===== src/rtl/rstseq_pkg.sv =====
// Package: shared constants, bus mode type and hold-off arithmetic for the
// reset sequencer. Assumes the clock frequency is a whole number of MHz.
package rstseq_pkg;

    // Value the four-wire host must write to request a software reset.
    localparam logic [15:0] SPI_RESET_KEY = 16'h6600;

    // Host bus mode as seen by the software reset qualifier.
    typedef enum logic {
        BUS_TWO_WIRE  = 1'b0,
        BUS_FOUR_WIRE = 1'b1
    } bus_mode_e;

    // Number of clock cycles in a hold-off of hold_us microseconds.
    function automatic int unsigned hold_cycles(input int unsigned clk_mhz,
                                                input int unsigned hold_us);
        return clk_mhz * hold_us;
    endfunction

endpackage


===== src/rtl/rstseq_sync.sv =====
// Module: reset request synchronizer. The raw active-low request clears
// every stage at once (asynchronous assertion). Ones are shifted in on the
// clock, so the output is released STAGES edges after the request goes away.
// Assumes STAGES >= 1.
module rstseq_sync #(
    parameter int unsigned STAGES = 2
) (
    input  logic clk,
    input  logic raw_n,
    output logic sync_n
);

    generate
        if (STAGES == 1) begin : g_single
            logic q;
            // Single stage: clear asynchronously, set on the next edge.
            always_ff @(posedge clk or negedge raw_n) begin
                if (!raw_n) q <= 1'b0;
                else        q <= 1'b1;
            end
            assign sync_n = q;
        end else begin : g_chain
            logic [STAGES-1:0] q;
            // Shift chain: clear asynchronously, fill with ones synchronously.
            always_ff @(posedge clk or negedge raw_n) begin
                if (!raw_n) q <= '0;
                else        q <= {q[STAGES-2:0], 1'b1};
            end
            assign sync_n = q[STAGES-1];
        end
    endgenerate

endmodule


===== src/rtl/rstseq_swkey.sv =====
// Module: software reset qualifier. It takes a host write to the reset
// address while idle and checks its data against the bus mode rule. On a
// match it raises a one-cycle pulse. Assumes busy covers the pulse cycle, so
// back-to-back pulses cannot happen. Synchronous active-low reset from the
// synchronized request.
module rstseq_swkey
    import rstseq_pkg::*;
#(
    parameter int unsigned        ADDR_W     = 7,
    parameter int unsigned        DATA_W     = 16,
    parameter logic [ADDR_W-1:0]  SWRST_ADDR = 7'h7C
) (
    input  logic              clk,
    input  logic              sync_n,
    input  logic              busy,
    input  logic              bus_is_spi,
    input  logic              wr_en,
    input  logic [ADDR_W-1:0] addr,
    input  logic [DATA_W-1:0] wdata,
    output logic              sw_pulse
);

    localparam logic [DATA_W-1:0] KEY = DATA_W'(SPI_RESET_KEY);

    bus_mode_e mode;
    logic      hit;
    logic      key_ok;

    // Decode mode, address hit and key match for the current host cycle.
    always_comb begin
        mode   = bus_mode_e'(bus_is_spi);
        hit    = wr_en && !busy && (addr == SWRST_ADDR);
        key_ok = (mode == BUS_TWO_WIRE) || (wdata == KEY);
    end

    // Register the qualified request as a single-cycle pulse.
    always_ff @(posedge clk) begin
        if (!sync_n) sw_pulse <= 1'b0;
        else         sw_pulse <= hit && key_ok;
    end

endmodule


===== src/rtl/rstseq_holdoff.sv =====
// Module: hold-off timer. It reloads while the synchronized reset is active
// or a software pulse is present, then counts down to zero. Busy covers the
// reset, the pulse and the count. Synchronous active-low reset from the
// synchronized request.
module rstseq_holdoff #(
    parameter int unsigned HOLD_CYCLES = 7500
) (
    input  logic clk,
    input  logic sync_n,
    input  logic sw_pulse,
    output logic busy
);

    localparam int unsigned CNT_W = $clog2(HOLD_CYCLES + 1);
    localparam logic [CNT_W-1:0] LOAD = CNT_W'(HOLD_CYCLES);

    logic [CNT_W-1:0] cnt;

    // Reload on any reset event, otherwise count down to zero.
    always_ff @(posedge clk) begin
        if (!sync_n)           cnt <= LOAD;
        else if (sw_pulse)     cnt <= LOAD;
        else if (cnt != '0)    cnt <= cnt - 1'b1;
    end

    // Busy during reset, during the software pulse and while counting.
    always_comb begin
        busy = !sync_n || sw_pulse || (cnt != '0);
    end

endmodule


===== src/rtl/rstseq_gate.sv =====
// Module: host access gate. It passes host reads and writes to the register
// file only while idle and zeroes read data while busy. Writes to the
// software reset address stay inside the sequencer. Purely combinational.
module rstseq_gate #(
    parameter int unsigned        ADDR_W     = 7,
    parameter int unsigned        DATA_W     = 16,
    parameter logic [ADDR_W-1:0]  SWRST_ADDR = 7'h7C
) (
    input  logic              busy,
    input  logic              host_wr_en,
    input  logic              host_rd_en,
    input  logic [ADDR_W-1:0] host_addr,
    input  logic [DATA_W-1:0] host_wdata,
    output logic [DATA_W-1:0] host_rdata,
    output logic              rf_wr_en,
    output logic              rf_rd_en,
    output logic [ADDR_W-1:0] rf_addr,
    output logic [DATA_W-1:0] rf_wdata,
    input  logic [DATA_W-1:0] rf_rdata
);

    // Qualify strobes with busy and return zero data when blocked.
    always_comb begin
        rf_addr    = host_addr;
        rf_wdata   = host_wdata;
        rf_wr_en   = host_wr_en && !busy && (host_addr != SWRST_ADDR);
        rf_rd_en   = host_rd_en && !busy;
        host_rdata = busy ? '0 : rf_rdata;
    end

endmodule


===== src/rtl/rst_sequencer.sv =====
// Module: multi-source reset sequencer top. It merges the pin and power-on
// requests into one synchronized reset and adds the software reset pulse.
// A hold-off timer gates host access after every reset. Assumes
// CLK_MHZ*HOLD_US fits a counter and that the host strobes are synchronous
// to clk.
module rst_sequencer #(
    parameter int unsigned                CLK_MHZ     = 250,
    parameter int unsigned                HOLD_US     = 30,
    parameter int unsigned                SYNC_STAGES = 2,
    parameter int unsigned                ADDR_W      = 7,
    parameter int unsigned                DATA_W      = 16,
    parameter logic [ADDR_W-1:0]          SWRST_ADDR  = 7'h7C
) (
    input  logic              clk,
    input  logic              hw_rst_n,
    input  logic              por_req,
    input  logic              bus_is_spi,
    input  logic              host_wr_en,
    input  logic              host_rd_en,
    input  logic [ADDR_W-1:0] host_addr,
    input  logic [DATA_W-1:0] host_wdata,
    output logic [DATA_W-1:0] host_rdata,
    output logic              rf_wr_en,
    output logic              rf_rd_en,
    output logic [ADDR_W-1:0] rf_addr,
    output logic [DATA_W-1:0] rf_wdata,
    input  logic [DATA_W-1:0] rf_rdata,
    output logic              rst_int_n,
    output logic              busy
);

    localparam int unsigned HOLD_CYCLES = rstseq_pkg::hold_cycles(CLK_MHZ, HOLD_US);

    logic raw_n;
    logic sync_n;
    logic sw_pulse;

    // Combine pin and power-on request into one raw active-low request.
    always_comb begin
        raw_n = hw_rst_n && !por_req;
    end

    rstseq_sync #(
        .STAGES (SYNC_STAGES)
    ) u_sync (
        .clk    (clk),
        .raw_n  (raw_n),
        .sync_n (sync_n)
    );

    rstseq_swkey #(
        .ADDR_W     (ADDR_W),
        .DATA_W     (DATA_W),
        .SWRST_ADDR (SWRST_ADDR)
    ) u_swkey (
        .clk        (clk),
        .sync_n     (sync_n),
        .busy       (busy),
        .bus_is_spi (bus_is_spi),
        .wr_en      (host_wr_en),
        .addr       (host_addr),
        .wdata      (host_wdata),
        .sw_pulse   (sw_pulse)
    );

    rstseq_holdoff #(
        .HOLD_CYCLES (HOLD_CYCLES)
    ) u_holdoff (
        .clk      (clk),
        .sync_n   (sync_n),
        .sw_pulse (sw_pulse),
        .busy     (busy)
    );

    rstseq_gate #(
        .ADDR_W     (ADDR_W),
        .DATA_W     (DATA_W),
        .SWRST_ADDR (SWRST_ADDR)
    ) u_gate (
        .busy       (busy),
        .host_wr_en (host_wr_en),
        .host_rd_en (host_rd_en),
        .host_addr  (host_addr),
        .host_wdata (host_wdata),
        .host_rdata (host_rdata),
        .rf_wr_en   (rf_wr_en),
        .rf_rd_en   (rf_rd_en),
        .rf_addr    (rf_addr),
        .rf_wdata   (rf_wdata),
        .rf_rdata   (rf_rdata)
    );

    // Internal reset: synchronized request or software pulse.
    always_comb begin
        rst_int_n = sync_n && !sw_pulse;
    end

endmodule


===== config.mk =====
export PLATFORM = sky130hd
export DESIGN_NAME = rst_sequencer
export DESIGN_NICKNAME = d
export VERILOG_FILES = /design/src/rtl/rstseq_pkg.sv /design/src/rtl/rstseq_sync.sv /design/src/rtl/rstseq_swkey.sv /design/src/rtl/rstseq_holdoff.sv /design/src/rtl/rstseq_gate.sv /design/src/rtl/rst_sequencer.sv
export SDC_FILE = /design/constraint.sdc
export NUM_CORES = 1
export LEC_CHECK = 0
export CAP_MARGIN = 0
export CORE_UTILIZATION = 29
export CTS_CLUSTER_SIZE = 20
export DETAILED_ROUTE_END_ITERATION = 8
export GPL_ROUTABILITY_DRIVEN = 0
export HOLD_SLACK_MARGIN = 0.02
export PLACE_DENSITY = 0.8
export SYNTH_ARGS = -nofsm -noshare
export SYNTH_HDL_FRONTEND = slang
export SYNTH_SLANG_ARGS = --single-unit
export TNS_END_PERCENT = 20

===== constraint.sdc =====
create_clock -name clk -period 1.9 [get_ports clk]
set_input_delay 0.285 -clock clk [delete_from_list [all_inputs] [get_ports clk]]
set_output_delay 0.285 -clock clk [all_outputs]
set_load 0.02 [all_outputs]

# Word level (Yosys, flattened, before mapping)

Index checks and enable logic that the tools add are counted.

Add/subtract/negate cells: 1
Multipliers: 0
Div/mod/pow operators: 0
$lt $le $gt $ge: 0
Equality and inequality tests: 3
Shift operators: 0
Multiplexer cells: 1
Bitwise operators: 2
Reductions and logical operators: 16

Operator list:

| operator                                                                | number |
|---|---|
| 16-bit by 15-bit equality test with 1-bit output, second input constant | 1 |
| 16-bit 2-to-1 mux                                                       | 1 |
| 13-bit nonzero test                                                     | 1 |
| 13-bit by 1-bit subtractor with 13-bit output, second input constant    | 1 |
| 7-bit equality test, second input constant                              | 1 |
| 1-bit logical AND                                                       | 7 |
| 7-bit != test, second input constant                                    | 1 |
| 1-bit logical NOT                                                       | 4 |
| 1-bit logical OR                                                        | 3 |
| 1-bit NOT                                                               | 2 |
| 2-bit OR reduction                                                      | 1 |

Register bits: 16
Latch bits: 0
Memory bits (writable): 0
Bits in read-only memories: 0
Input port bits: 45
Output and inout bits: 43
Logic and storage cells: 26
Memories kept: 0

# Logic depth before layout (Yosys ltp)

Word-level depth: 7
Gate-level depth with buffers: 7
Gate-level depth less buffers: 6

# Hierarchy

Synthesis repeated with hierarchy kept, for this count alone.

Cells, all modules: 136
Area total of the unflattened synthesis: 1,154.9 um2

Modules (own cells, without submodules):

| module         | times used | cells an instance | area each (um2) | seq. area each (um2) |
|---|---|---|---|---|
| rstseq_holdoff | 1          | 76                | 658.1           | 260.2 |
| rstseq_gate    | 1          | 45                | 329.1           | 0.0 |
| rstseq_swkey   | 1          | 10                | 86.3            | 20.0 |
| rstseq_sync    | 1          | 3                 | 53.8            | 50.0 |
| rst_sequencer  | 1          | 2                 | 27.5            | 0.0 |

# Worst setup path after synthesis

OpenSTA, ideal clock, no wires.

Path kind: reg-to-output
Start point: register u_holdoff.cnt[0]
End point: output port rf_wr_en
Arrival: 1.929 ns
Data required time: 1.615 ns
Slack: -0.314 ns
Stages on the path, launching flop included: 8
Buffers on the path: 1
Cell sequence: dfxtp_1 -> inv_1 -> ha_1 -> or3b_2 -> nor4_4 -> buf_2 -> nand3_1 -> nor2_1

Word-level cells in the longest chain between the ends: 5

RTL lines:

| what                           | line                 | source |
|---|---|---|
| from (decl)                    | rstseq_holdoff.sv:17 | `logic [CNT_W-1:0] cnt;` |
| from (signal assigned)         | rstseq_holdoff.sv:23 | `else if (cnt != '0) cnt <= cnt - 1'b1;` |
| 13-bit nonzero test            | rstseq_holdoff.sv:28 | `busy = !sync_n \|\| sw_pulse \|\| (cnt != '0);` |
| 1-bit logical OR               | rstseq_holdoff.sv:28 |  |
| 1-bit logical NOT              | rstseq_gate.sv:26    | `rf_wr_en = host_wr_en && !busy && (host_addr != SWRST_ADDR);` |
| 1-bit logical AND (2 in a row) | rstseq_gate.sv:26    |  |
| to (decl)                      | rst_sequencer.sv:23  | `output logic rf_wr_en,` |

Every way passes these cells.

# Worst setup path after layout

Start point: register u_holdoff.cnt[8]
End point: output port host_rdata[14]

Word-level cells in the longest chain between the ends: 3

RTL lines:

| what                | line                 | source |
|---|---|---|
| 13-bit nonzero test | rstseq_holdoff.sv:28 |  |
| 1-bit logical OR    | rstseq_holdoff.sv:28 |  |
| 16-bit 2-to-1 mux   | rstseq_gate.sv:28    | `host_rdata = busy ? '0 : rf_rdata;` |
| to (decl)           | rst_sequencer.sv:22  | `output logic [DATA_W-1:0] host_rdata,` |

Every way passes these cells.

==> impl_metrics.json <==
{
  "run_status": "complete, but fails checks",
  "violations": "setup timing",
  "timing.critical_path.buf_inv": 2,
  "synth_edf_count": 0,
  "ant_nets": 0,
  "clockBufferDepth": 2,
  "grt.overflow.total": 0,
  "ys_async_sr_fraction_pct": 12.50,
  "die_width_um": 63.27,
  "clk_latency_ns": 0.25,
  "irDropWorstVdd_v": 0.0003609,
  "final.setup_skew_ns": 0.001417,
  "vias_per_cell": 4.864,
  "synthTopCellsByArea": "dfxtp_1 (26%), buf_4 (16%), and3_1 (11%), dfrtp_1 (4.6%), a21oi_1 (2.8%)",
  "place_inst": 266,
  "clk_pin_slew_worst_paths_ns": 0.06,
  "power_frac_comb_pct": 29.8,
  "hpwl_um": 2674,
  "num_antenna_cells": 0,
  "cts_sinks": 16,
  "rsz0062_at_grt": "yes",
  "grt_usage_pct": 17.48,
  "arrival_ns": 1.91,
  "ys_seq_area_share_pct": 30.34,
  "synth-main-ff-cell": "dfxtp_1",
  "dp_slack_ns": -0.4979,
  "htreeDepth": 1,
  "syn_inst": 134,
  "num_vias": 1323,
  "nNetsFinal": 273,
  "maxSlewViolCount": 0,
  "synth_warnings": 0,
  "post_dp_cell_area_mm2": 0.002066,
  "syn_area_mm2": 0.001089,
  "crit_chain": "or4_4 > nor4_4 > buf_6 > and3_2 > buf_4",
  "path_class": "register to primary output",
  "synth_cell_types": 36,
  "seq_power_share_pct": 38.1,
  "cts_tree": "built",
  "top_level_ports": 88,
  "die_h_um": 63.27,
  "fin_area_mm2": 0.002231,
  "fin_crit_sh_pct": 115.3,
  "p_sw_w": 0.0002306,
  "post_drt_wl_per_cell_um": 13.00,
  "critPathTopFamily": "simple AND/OR/NAND/NOR gates",
  "max_stage_delay_ns": 0.55,
  "dieArea_mm2": 0.004002,
  "swShare_pct": 24.68,
  "power_frac_clock_pct": 32.1,
  "hold_violations": 0,
  "dr.first_iter.drc_count": 30,
  "synth_top_area_cell": "dfxtp_1",
  "cp_max_fo": 17,
  "setup_viol": 21,
  "port_buffers": 87,
  "cp-start-kind": "register",
  "root_buffer": "clkbuf_8",
  "firstDrtPassIters": 4,
  "holdWs_ns": 0.2542,
  "synth_most_common_cell": "buf_4",
  "drc": 0,
  "period_minus_slack_ns": 2.191,
  "powerDensity_mw_per_mm2": 418.8,
  "hold_class": "primary input to asynchronous set/reset pin",
  "synth_common_cells": "buf_4 (23), and3_1 (19), dfxtp_1 (14)",
  "fmax_ghz": 0.4564,
  "rows": 21,
  "cts_inserted_buffers": 3,
  "cts_hold_buf": 0,
  "syn_avg_cell_area_um2": 8.123,
  "grt_pass1_vias": 1197,
  "crit_slowest_cell": "or4_4",
  "yosysTopAreaCellShare_pct": 25.75,
  "internal_power_w": 0.0007037,
  "drive_above_1_share_pct": 34.96,
  "tns_ns": -5.176,
  "syn_to_final_growth_pct": 104.9,
  "syn_nets": 180,
  "cap_violations": 0,
  "grt_pass1_wl_um": 5616,
  "drt-total-wl_um": 3536,
  "start_util_pct": 31.39,
  "fin_ws_ns": -0.2911,
  "leakage_nw": 0.9767,
  "antenna_found_initial": 0,
  "coreArea_mm2": 0.003468,
  "finalNonFillerCells": 272,
  "yosys_register_bits": 16,
  "endpoint_kind": "primary output",
  "grt_max_degree": 19,
  "cp.required_ns": 1.62
}
-- power by group through the flow --
stage          clock network, W  logic, W  registers, W
2_1_floorplan                 0  0.000112      0.000366
3_3_place_gp                  0  0.000263      0.000362
3_5_place_dp                  0  0.000267      0.000363
4_1_cts                0.000308  0.000277      0.000356
5_1_grt                0.000320  0.000294      0.000357
6_report               0.000300  0.000278      0.000356
-- metrics by stage --
| step | total power, W | util (%) |
|---|---|---|
| floorplan | 0.0004778 | - |
| global placement | 0.0006253 | 59.56 |
| detailed placement | 0.0006294 | 59.56 |
| CTS | 0.0009408 | 62.81 |
| global route | 0.0009715 | 64.32 |
| finish | 0.0009343 | 64.32 |
-- worst paths after layout --
kind,from,end,slack (ns),depth (start not counted)
min,por_req,u_sync.g_chain.q[0],0.25,2
max in group asynchronous,hw_rst_n,u_sync.g_chain.q[1],1.43,2
min in group clk,u_sync.g_chain.q[0],u_sync.g_chain.q[1],0.35,0
max reg2reg,u_holdoff.cnt[0],u_holdoff.cnt[5],-0.13,9
min reg2reg,u_sync.g_chain.q[0],u_sync.g_chain.q[1],0.35,0
max,u_holdoff.cnt[8],host_rdata[14],-0.29,5
-- cells in the final DEF (no fill, tap or decap), drive strengths merged, types with 3 or more instances in the layout --
cell type	n
a21oi	6
and3	19
buf	47
clkbuf	4
clkdlybuf4s50	67
dfxtp	14
inv	6
nand2	8
nand4	3
nor2	8
nor4	5
o21ai	4
o31ai	3
or4	5
-- registers in the layout, indices dropped and copies added, names as in the netlist --
signal            cells
u_holdoff.cnt        13
u_swkey.sw_pulse      1
u_sync.g_chain.q      2
-- metal layers --
metal	vias up	share of wire [%]	GRT usage, %
met2	67	50	32.93
met5	-	0	0
met4	0	0.31	4.261
met1	597	40	19.87
met3	2	8.7	3.442
li1	657	-	-
-- timing repair --
item	CTS	global route
pin swaps	2	3
gates resized for setup	114	11
endpoints found under the hold margin	0	0
setup buffers	1	1
endpoints found under the setup margin	22	25
-- kinds of logic after synthesis --
family,count (synthesis),synth area share (%)
and+or+nand+nor,60,35.06
buffers and inverters,34,19.77
AOI/OAI and AO/OA,21,12.53
DFF,16,30.35
xor gates and xnor gates,1,0.8047
adders and majority gates,1,1.149
other,1,0.3445
-- area by class of cell --
class / instances / area (µm²)
Sequential cell: 16 / 331.6
Tap cell: 46 / 57.56
Timing Repair Buffer: 116 / 1124
Multi-Input combinational cell: 84 / 640.6
Clock buffer: 4 / 55.05
Fill cell: 299 / 1237
Inverter: 6 / 22.52
Note: power is estimated with default switching activity, not from simulation.
